[config.mk]
export PLATFORM = sky130hd
export DESIGN_NAME = mod_pwm_timer
export DESIGN_NICKNAME = d
export VERILOG_FILES = /design/src/rtl/mpt_pkg.sv /design/src/rtl/mpt_prescaler.sv /design/src/rtl/mpt_counter.sv /design/src/rtl/mpt_channel.sv /design/src/rtl/mod_pwm_timer.sv
export SDC_FILE = /design/constraint.sdc
export NUM_CORES = 1
export LEC_CHECK = 0
export CORE_UTILIZATION = 58
export CTS_CLUSTER_DIAMETER = 120
export CTS_CLUSTER_SIZE = 16
export DETAILED_ROUTE_END_ITERATION = 8
export PLACE_DENSITY = 0.8
export SETUP_SLACK_MARGIN = 0.1
export SYNTH_ARGS = -nofsm -noshare
export SYNTH_HDL_FRONTEND = slang
export SYNTH_SLANG_ARGS = --single-unit
[constraint.sdc]
create_clock -name clk_i -period 3.5 [get_ports clk_i]
set_clock_uncertainty 0.2 [all_clocks]
set_input_delay 1.05 -clock clk_i [delete_from_list [all_inputs] [get_ports clk_i]]
set_output_delay 1.05 -clock clk_i [all_outputs]
set_load 0.01 [all_outputs]
[src/rtl/mpt_pkg.sv]
package mpt_pkg;
  typedef enum logic [1:0] {
    ADDR_CTRL  = 2'd0,
    ADDR_MOD   = 2'd1,
    ADDR_CMP_A = 2'd2,
    ADDR_CMP_B = 2'd3
  } reg_addr_e;

  localparam int unsigned NUM_CMP = 2;
  // control field offsets above the prescale code
  localparam int unsigned CTRL_TOG = 0;
  localparam int unsigned CTRL_LVL = 1;
  localparam int unsigned CTRL_BUF = 2;
  localparam int unsigned CTRL_RUN = 3;
  localparam int unsigned CTRL_AUX = 4;
  localparam int unsigned CTRL_EXTRA = 5;
endpackage

[src/rtl/mpt_prescaler.sv]
module mpt_prescaler #(
  parameter int unsigned PS_W = 3
) (
  input  logic            clk_i,
  input  logic            rst_ni,
  input  logic            run_i,
  input  logic [PS_W-1:0] sel_i,
  output logic            tick_o
);
  localparam int unsigned DIV_W = (1 << PS_W) - 1;

  logic [DIV_W-1:0] div_q;
  logic [DIV_W-1:0] mask;

  // bit b of the divider takes part when the code exceeds b
  for (genvar b = 0; b < DIV_W; b++) begin : g_mask
    assign mask[b] = (32'(sel_i) > b);
  end

  assign tick_o = run_i & ((div_q & mask) == mask);

  always_ff @(posedge clk_i or negedge rst_ni) begin
    if (!rst_ni)    div_q <= '0;
    else if (run_i) div_q <= div_q + 1'b1;
  end
endmodule

[src/rtl/mpt_counter.sv]
module mpt_counter #(
  parameter int unsigned CNT_W = 16
) (
  input  logic             clk_i,
  input  logic             rst_ni,
  input  logic             tick_i,
  input  logic [CNT_W-1:0] mod_i,
  output logic [CNT_W-1:0] cnt_o,
  output logic [CNT_W-1:0] nxt_o,
  output logic             wrap_o
);
  logic [CNT_W-1:0] cnt_q;
  logic             at_lim;

  assign at_lim = (cnt_q == mod_i);
  assign wrap_o = tick_i & at_lim;
  assign nxt_o  = at_lim ? '0 : cnt_q + 1'b1;
  assign cnt_o  = cnt_q;

  always_ff @(posedge clk_i or negedge rst_ni) begin
    if (!rst_ni)     cnt_q <= '0;
    else if (tick_i) cnt_q <= nxt_o;
  end
endmodule

[src/rtl/mpt_channel.sv]
module mpt_channel #(
  parameter int unsigned CNT_W = 16
) (
  input  logic             clk_i,
  input  logic             rst_ni,
  input  logic             tick_i,
  input  logic             wrap_i,
  input  logic [CNT_W-1:0] nxt_i,
  input  logic [CNT_W-1:0] cmp_a_i,
  input  logic [CNT_W-1:0] cmp_b_i,
  input  logic             buf_en_i,
  input  logic             last_wr_i,
  input  logic             tog_en_i,
  input  logic             lvl_i,
  output logic             pin_o,
  output logic             act_sel_o,
  output logic             match_o
);
  logic             act_sel_q;
  logic             sel_eff;
  logic [CNT_W-1:0] cmp_val;
  logic             pin_q;

  // the period that starts at this wrap already uses the new selection
  always_comb begin
    sel_eff = 1'b0;
    if (buf_en_i) sel_eff = wrap_i ? last_wr_i : act_sel_q;
    cmp_val = sel_eff ? cmp_b_i : cmp_a_i;
  end

  assign match_o = tick_i & (nxt_i == cmp_val);

  always_ff @(posedge clk_i or negedge rst_ni) begin
    if (!rst_ni) begin
      pin_q     <= 1'b0;
      act_sel_q <= 1'b0;
    end else begin
      if (match_o)                pin_q <= lvl_i;
      else if (wrap_i && tog_en_i) pin_q <= ~pin_q;
      if (wrap_i) act_sel_q <= last_wr_i;
    end
  end

  assign pin_o     = pin_q;
  assign act_sel_o = act_sel_q;
endmodule

[src/rtl/mod_pwm_timer.sv]
module mod_pwm_timer
  import mpt_pkg::*;
#(
  parameter int unsigned CNT_W = 16,
  parameter int unsigned PS_W  = 3
) (
  input  logic             clk_i,
  input  logic             rst_ni,
  input  logic             wr_en_i,
  input  logic [1:0]       wr_addr_i,
  input  logic [CNT_W-1:0] wr_data_i,
  output logic [CNT_W-1:0] cnt_o,
  output logic             pwm_o,
  output logic             aux_o
);
  localparam int unsigned CTRL_W = PS_W + CTRL_EXTRA;

  logic [CTRL_W-1:0] ctrl_q;
  logic [CNT_W-1:0]  mod_q;
  logic [CNT_W-1:0]  cmp_q [NUM_CMP];
  logic              last_wr_q;

  logic [PS_W-1:0]   ps_sel;
  logic              tog_en, cmp_lvl, buf_en, run_en, aux_val;
  logic              tick, wrap, match, act_sel;
  logic [CNT_W-1:0]  nxt;

  assign ps_sel  = ctrl_q[PS_W-1:0];
  assign tog_en  = ctrl_q[PS_W+CTRL_TOG];
  assign cmp_lvl = ctrl_q[PS_W+CTRL_LVL];
  assign buf_en  = ctrl_q[PS_W+CTRL_BUF];
  assign run_en  = ctrl_q[PS_W+CTRL_RUN];
  assign aux_val = ctrl_q[PS_W+CTRL_AUX];

  always_ff @(posedge clk_i or negedge rst_ni) begin
    if (!rst_ni) begin
      ctrl_q <= '0;
      mod_q  <= '0;
    end else if (wr_en_i) begin
      if (reg_addr_e'(wr_addr_i) == ADDR_CTRL) ctrl_q <= wr_data_i[CTRL_W-1:0];
      if (reg_addr_e'(wr_addr_i) == ADDR_MOD)  mod_q  <= wr_data_i;
    end
  end

  for (genvar c = 0; c < NUM_CMP; c++) begin : g_cmp
    localparam logic [1:0] ADDR = 2'(ADDR_CMP_A) + 2'(c);
    always_ff @(posedge clk_i or negedge rst_ni) begin
      if (!rst_ni)                          cmp_q[c] <= '0;
      else if (wr_en_i && wr_addr_i == ADDR) cmp_q[c] <= wr_data_i;
    end
  end

  // remembers which compare register was written most recently
  always_ff @(posedge clk_i or negedge rst_ni) begin
    if (!rst_ni) last_wr_q <= 1'b0;
    else if (wr_en_i && reg_addr_e'(wr_addr_i) == ADDR_CMP_A) last_wr_q <= 1'b0;
    else if (wr_en_i && reg_addr_e'(wr_addr_i) == ADDR_CMP_B) last_wr_q <= 1'b1;
  end

  mpt_prescaler #(.PS_W(PS_W)) u_ps (
    .clk_i (clk_i),
    .rst_ni(rst_ni),
    .run_i (run_en),
    .sel_i (ps_sel),
    .tick_o(tick)
  );

  mpt_counter #(.CNT_W(CNT_W)) u_cnt (
    .clk_i (clk_i),
    .rst_ni(rst_ni),
    .tick_i(tick),
    .mod_i (mod_q),
    .cnt_o (cnt_o),
    .nxt_o (nxt),
    .wrap_o(wrap)
  );

  mpt_channel #(.CNT_W(CNT_W)) u_ch (
    .clk_i    (clk_i),
    .rst_ni   (rst_ni),
    .tick_i   (tick),
    .wrap_i   (wrap),
    .nxt_i    (nxt),
    .cmp_a_i  (cmp_q[0]),
    .cmp_b_i  (cmp_q[1]),
    .buf_en_i (buf_en),
    .last_wr_i(last_wr_q),
    .tog_en_i (tog_en),
    .lvl_i    (cmp_lvl),
    .pin_o    (pwm_o),
    .act_sel_o(act_sel),
    .match_o  (match)
  );

  assign aux_o = buf_en & aux_val;
endmodule

==> impl_metrics.csv <==
group,metric,value,unit
logic_synthesis,synthMostInstantiatedCell,"dfrtp_1",
timing,hold_violations,0,
logic_synthesis,yosys_warnings,0,
timing,worst_slew_pin_slew,1.02,ns
global_routing,grt_first_pass_wirelength,15.3,mm
detailed_routing,wirelength,9.70,mm
detailed_routing,drt_iter0_drc,187,
floorplanning,core,6940,um^2
clocking,numClockSinks,82,
logic_synthesis,ys_top_cells_by_count,"dfrtp_1, mux2_2, xnor2_1",
timing,timing.hold.ws,0.267,ns
pwr,irDropWorstVdd,379,uV
timing,period_needed,3.31,ns
setup_path,required,3.55,ns
finish,antenna_cells,0,
detailed_routing,routedWlPerCell,18.3,um
logic_synthesis,yosysSeqAreaShare,0.483,
global_routing,antenna_found_initial,0,
pwr,comb_power_share,0.265,
pwr,clock_power_share,0.240,
clocking,path_clk_slew,0.08,ns
global_routing,overflow,0,
placed_design,gp_congestion,0.900,
clocking,tritoncts,"done",
pwr,p_switching,0.000834,W
finish,drive_above_1_share,0.270,
pwr,swShare,0.320,
timing,rsz0062_at_grt,"true",
detailed_routing,detailroute.via_count,3059,
timing,setup-violations-final,0,
setup_path,crit_fanout,9,
clocking,htree_levels,3,
timing,relSlewSlack,0.322,
floorplanning,fp.dieH,87.6,um
global_routing,grt_max_degree,83,
setup_path,cp-end-kind,"flop",
logic_synthesis,avgSynthCellArea,11.4,um^2
detailed_routing,firstDrtPassIters,4,
floorplanning,die-area,7670,um^2
floorplanning,io_pins,39,
clocking,cts-root-buf,"clkbuf_8",
logic_synthesis,synth_top_flop_cell,"dfrtp_1",
timing,clock.fmax,0.302,GHz
clocking,ctsLongestPathBuffers,2,
placed_design,port_buffers,38,
outcome,status,"completed",
finish,fin_area,5080,um^2
timing,slew_viol_final,0,
global_routing,grt_pass1_vias,3013,
setup_path,crit_arrival,3.36,ns
detailed_routing,post-route-drc-count,0,
logic_synthesis,ys_ff_latch,82,
logic_synthesis,synth_cell_types,47,
floorplanning,start_util,0.611,
placed_design,dp_hpwl,6.87,mm
logic_synthesis,syn-instance-count,373,
floorplanning,die_x,87.6,um
clocking,clock_latency,0.36,ns
timing,fin_crit_sh,0.947,
placed_design,placed_cell_area,4810,um^2
finish,fin_nets,451,
logic_synthesis,syn_nets,396,
global_routing,grtUsageTotal,0.272,
logic_synthesis,async_flop_share,1.00,
finish,register_area,2050,um^2
pwr,p_leak,2.07,nW
detailed_routing,antenna_left,0,
logic_synthesis,synth_area_leader_cell,"dfrtp_1",
logic_synthesis,synth_edf_count,0,
clocking,cts_made_buffers,9,
setup_path,critPathLaunchType,"flop",
finish,fillers,500,
pwr,p_int,0.00177,W
job,maxCapViolations,0,
finish,multi_input_comb_area,2120,um^2
logic_synthesis,yosys-top-cells-area,"dfrtp_1, mux2_2, xnor2_1",
setup_path,path_class,"flop to flop",
logic_synthesis,synth.cell_area,4250,um^2
worst_hold_path,hp-class,"flop to flop",
pwr,p_per_area,513,nW/um^2
logic_synthesis,synth.top_cell.area_share,0.483,
detailed_routing,vias_per_cell,5.78,
pwr,p_seq_frac,0.495,
finish,area_delta_synth_final,19.7,%
floorplanning,row_count,30,
## through the flow
| step | TNS (ns) | worst slack (ns) | util | cells | total power [W] |
|---|---|---|---|---|---|
| finish | 0 | 0.187 | 0.732 | 529 | 0.00261 |
| global route | -0.0465 | -0.0465 | 0.732 | 529 | 0.00275 |
| CTS | 0 | 0.171 | 0.719 | 525 | 0.00260 |
| detailed placement | 0 | 0.179 | 0.693 | 509 | 0.00197 |
| global placement | 0 | 0.210 | 0.693 | 509 | 0.00194 |
| floorplan | 0 | 0.254 | - | 373 | 0.00171 |
## cells by family after synthesis
family | share of synthesized area
AOI/OAI and AO/OA | 0.0908
xor gates and xnor gates | 0.0908
adders and majority gates | 0.00589
DFF | 0.483
and+or+nand+nor | 0.114
buffers and inverters | 0.0292
muxes | 0.186
## metal layers
metal | GRT usage | up-vias | share of wire
met3 | 0.0481 | 17 | 0.047
met2 | 0.449 | 78 | 0.49
met1 | 0.360 | 1520 | 0.44
met5 | 0 | - | 0
met4 | 0.106 | 0 | 0.021
li1 | - | 1444 | -
## worst max-delay path, stage by stage, from the launching register on
cell and delay (ns):
dfrtp_1 0.41, xnor2_2 0.23, nand4_1 0.17, nor4_4 0.33, and3_2 0.24, mux2i_2 0.27, buf_6 0.19, mux2_1 0.34
a2111oi_2 0.36, nand4_1 0.14, mux2_1 0.32
## sequential cells by signal, indices dropped and copies added, names as in the netlist
signal          count
ctrl_q              8
u_cnt.cnt_o        16
mod_q              16
u_ps.div_q          7
u_ch.pin_o          1
last_wr_q           1
u_ch.act_sel_o      1
cmp_q              32
## power groups by stage
stage | clock, W | sequential, W | combinational [W]
6_report | 0.000626 | 0.00129 | 0.000690
5_1_grt | 0.000677 | 0.00131 | 0.000758
4_1_cts | 0.000644 | 0.00128 | 0.000676
3_5_place_dp | 0 | 0.00130 | 0.000670
3_3_place_gp | 0 | 0.00129 | 0.000646
2_1_floorplan | 0 | 0.00127 | 0.000439
## final cells by class
cell class,count,share of cell area
Sequential cell,82,0.404
Inverter,2,0.00148
Multi-Input combinational cell,268,0.417
Timing Repair Buffer,65,0.119
Clock buffer,11,0.0278
Clock inverter,5,0.00739
Tap cell,96,0.0236
## worst paths after layout
kind                            endpoint  slack (ns)  cells past startpoint             from
setup reg to reg              u_ch.pin_o        0.19                     10  u_cnt.cnt_o[10]
max in group asynchronous      ctrl_q[7]        1.79                      1           rst_ni
min in group asynchronous      cmp_q[30]        0.66                      1           rst_ni
hold / removal             u_ps.div_q[6]        0.27                      1    u_ps.div_q[6]
setup / recovery              u_ch.pin_o        0.19                     10  u_cnt.cnt_o[10]
hold reg to reg            u_ps.div_q[6]        0.27                      1    u_ps.div_q[6]
## what timing repair did
item	in CTS	in global routing
gates resized for setup	0	11
setup endpoints to repair	0	1
setup buffers	0	4
hold buffers	0	0
## cell usage in the layout, fill, tap and decap left out, drive strengths merged, types with 3 or more instances in the layout
master         netlist  final
clkbuf              10     11
a21oi                5      5
mux2                64     64
and3                 5      5
xnor2               34     34
o21ai               24     24
nor4                 3      3
nand2b              11     11
a221oi               3      3
mux2i                7      7
nand2               21     21
a2111oi              4      4
nor2                23     23
o2bb2ai              3      3
buf                 11     28
o31ai                6      6
or2                  3      3
inv                  2      3
clkdlybuf4s50        0     37
xor2                10     10
nand4               11     11
nand3                6      6
dfrtp               82     82
nor2b                3      3
Power figures use the tool's default switching activity.
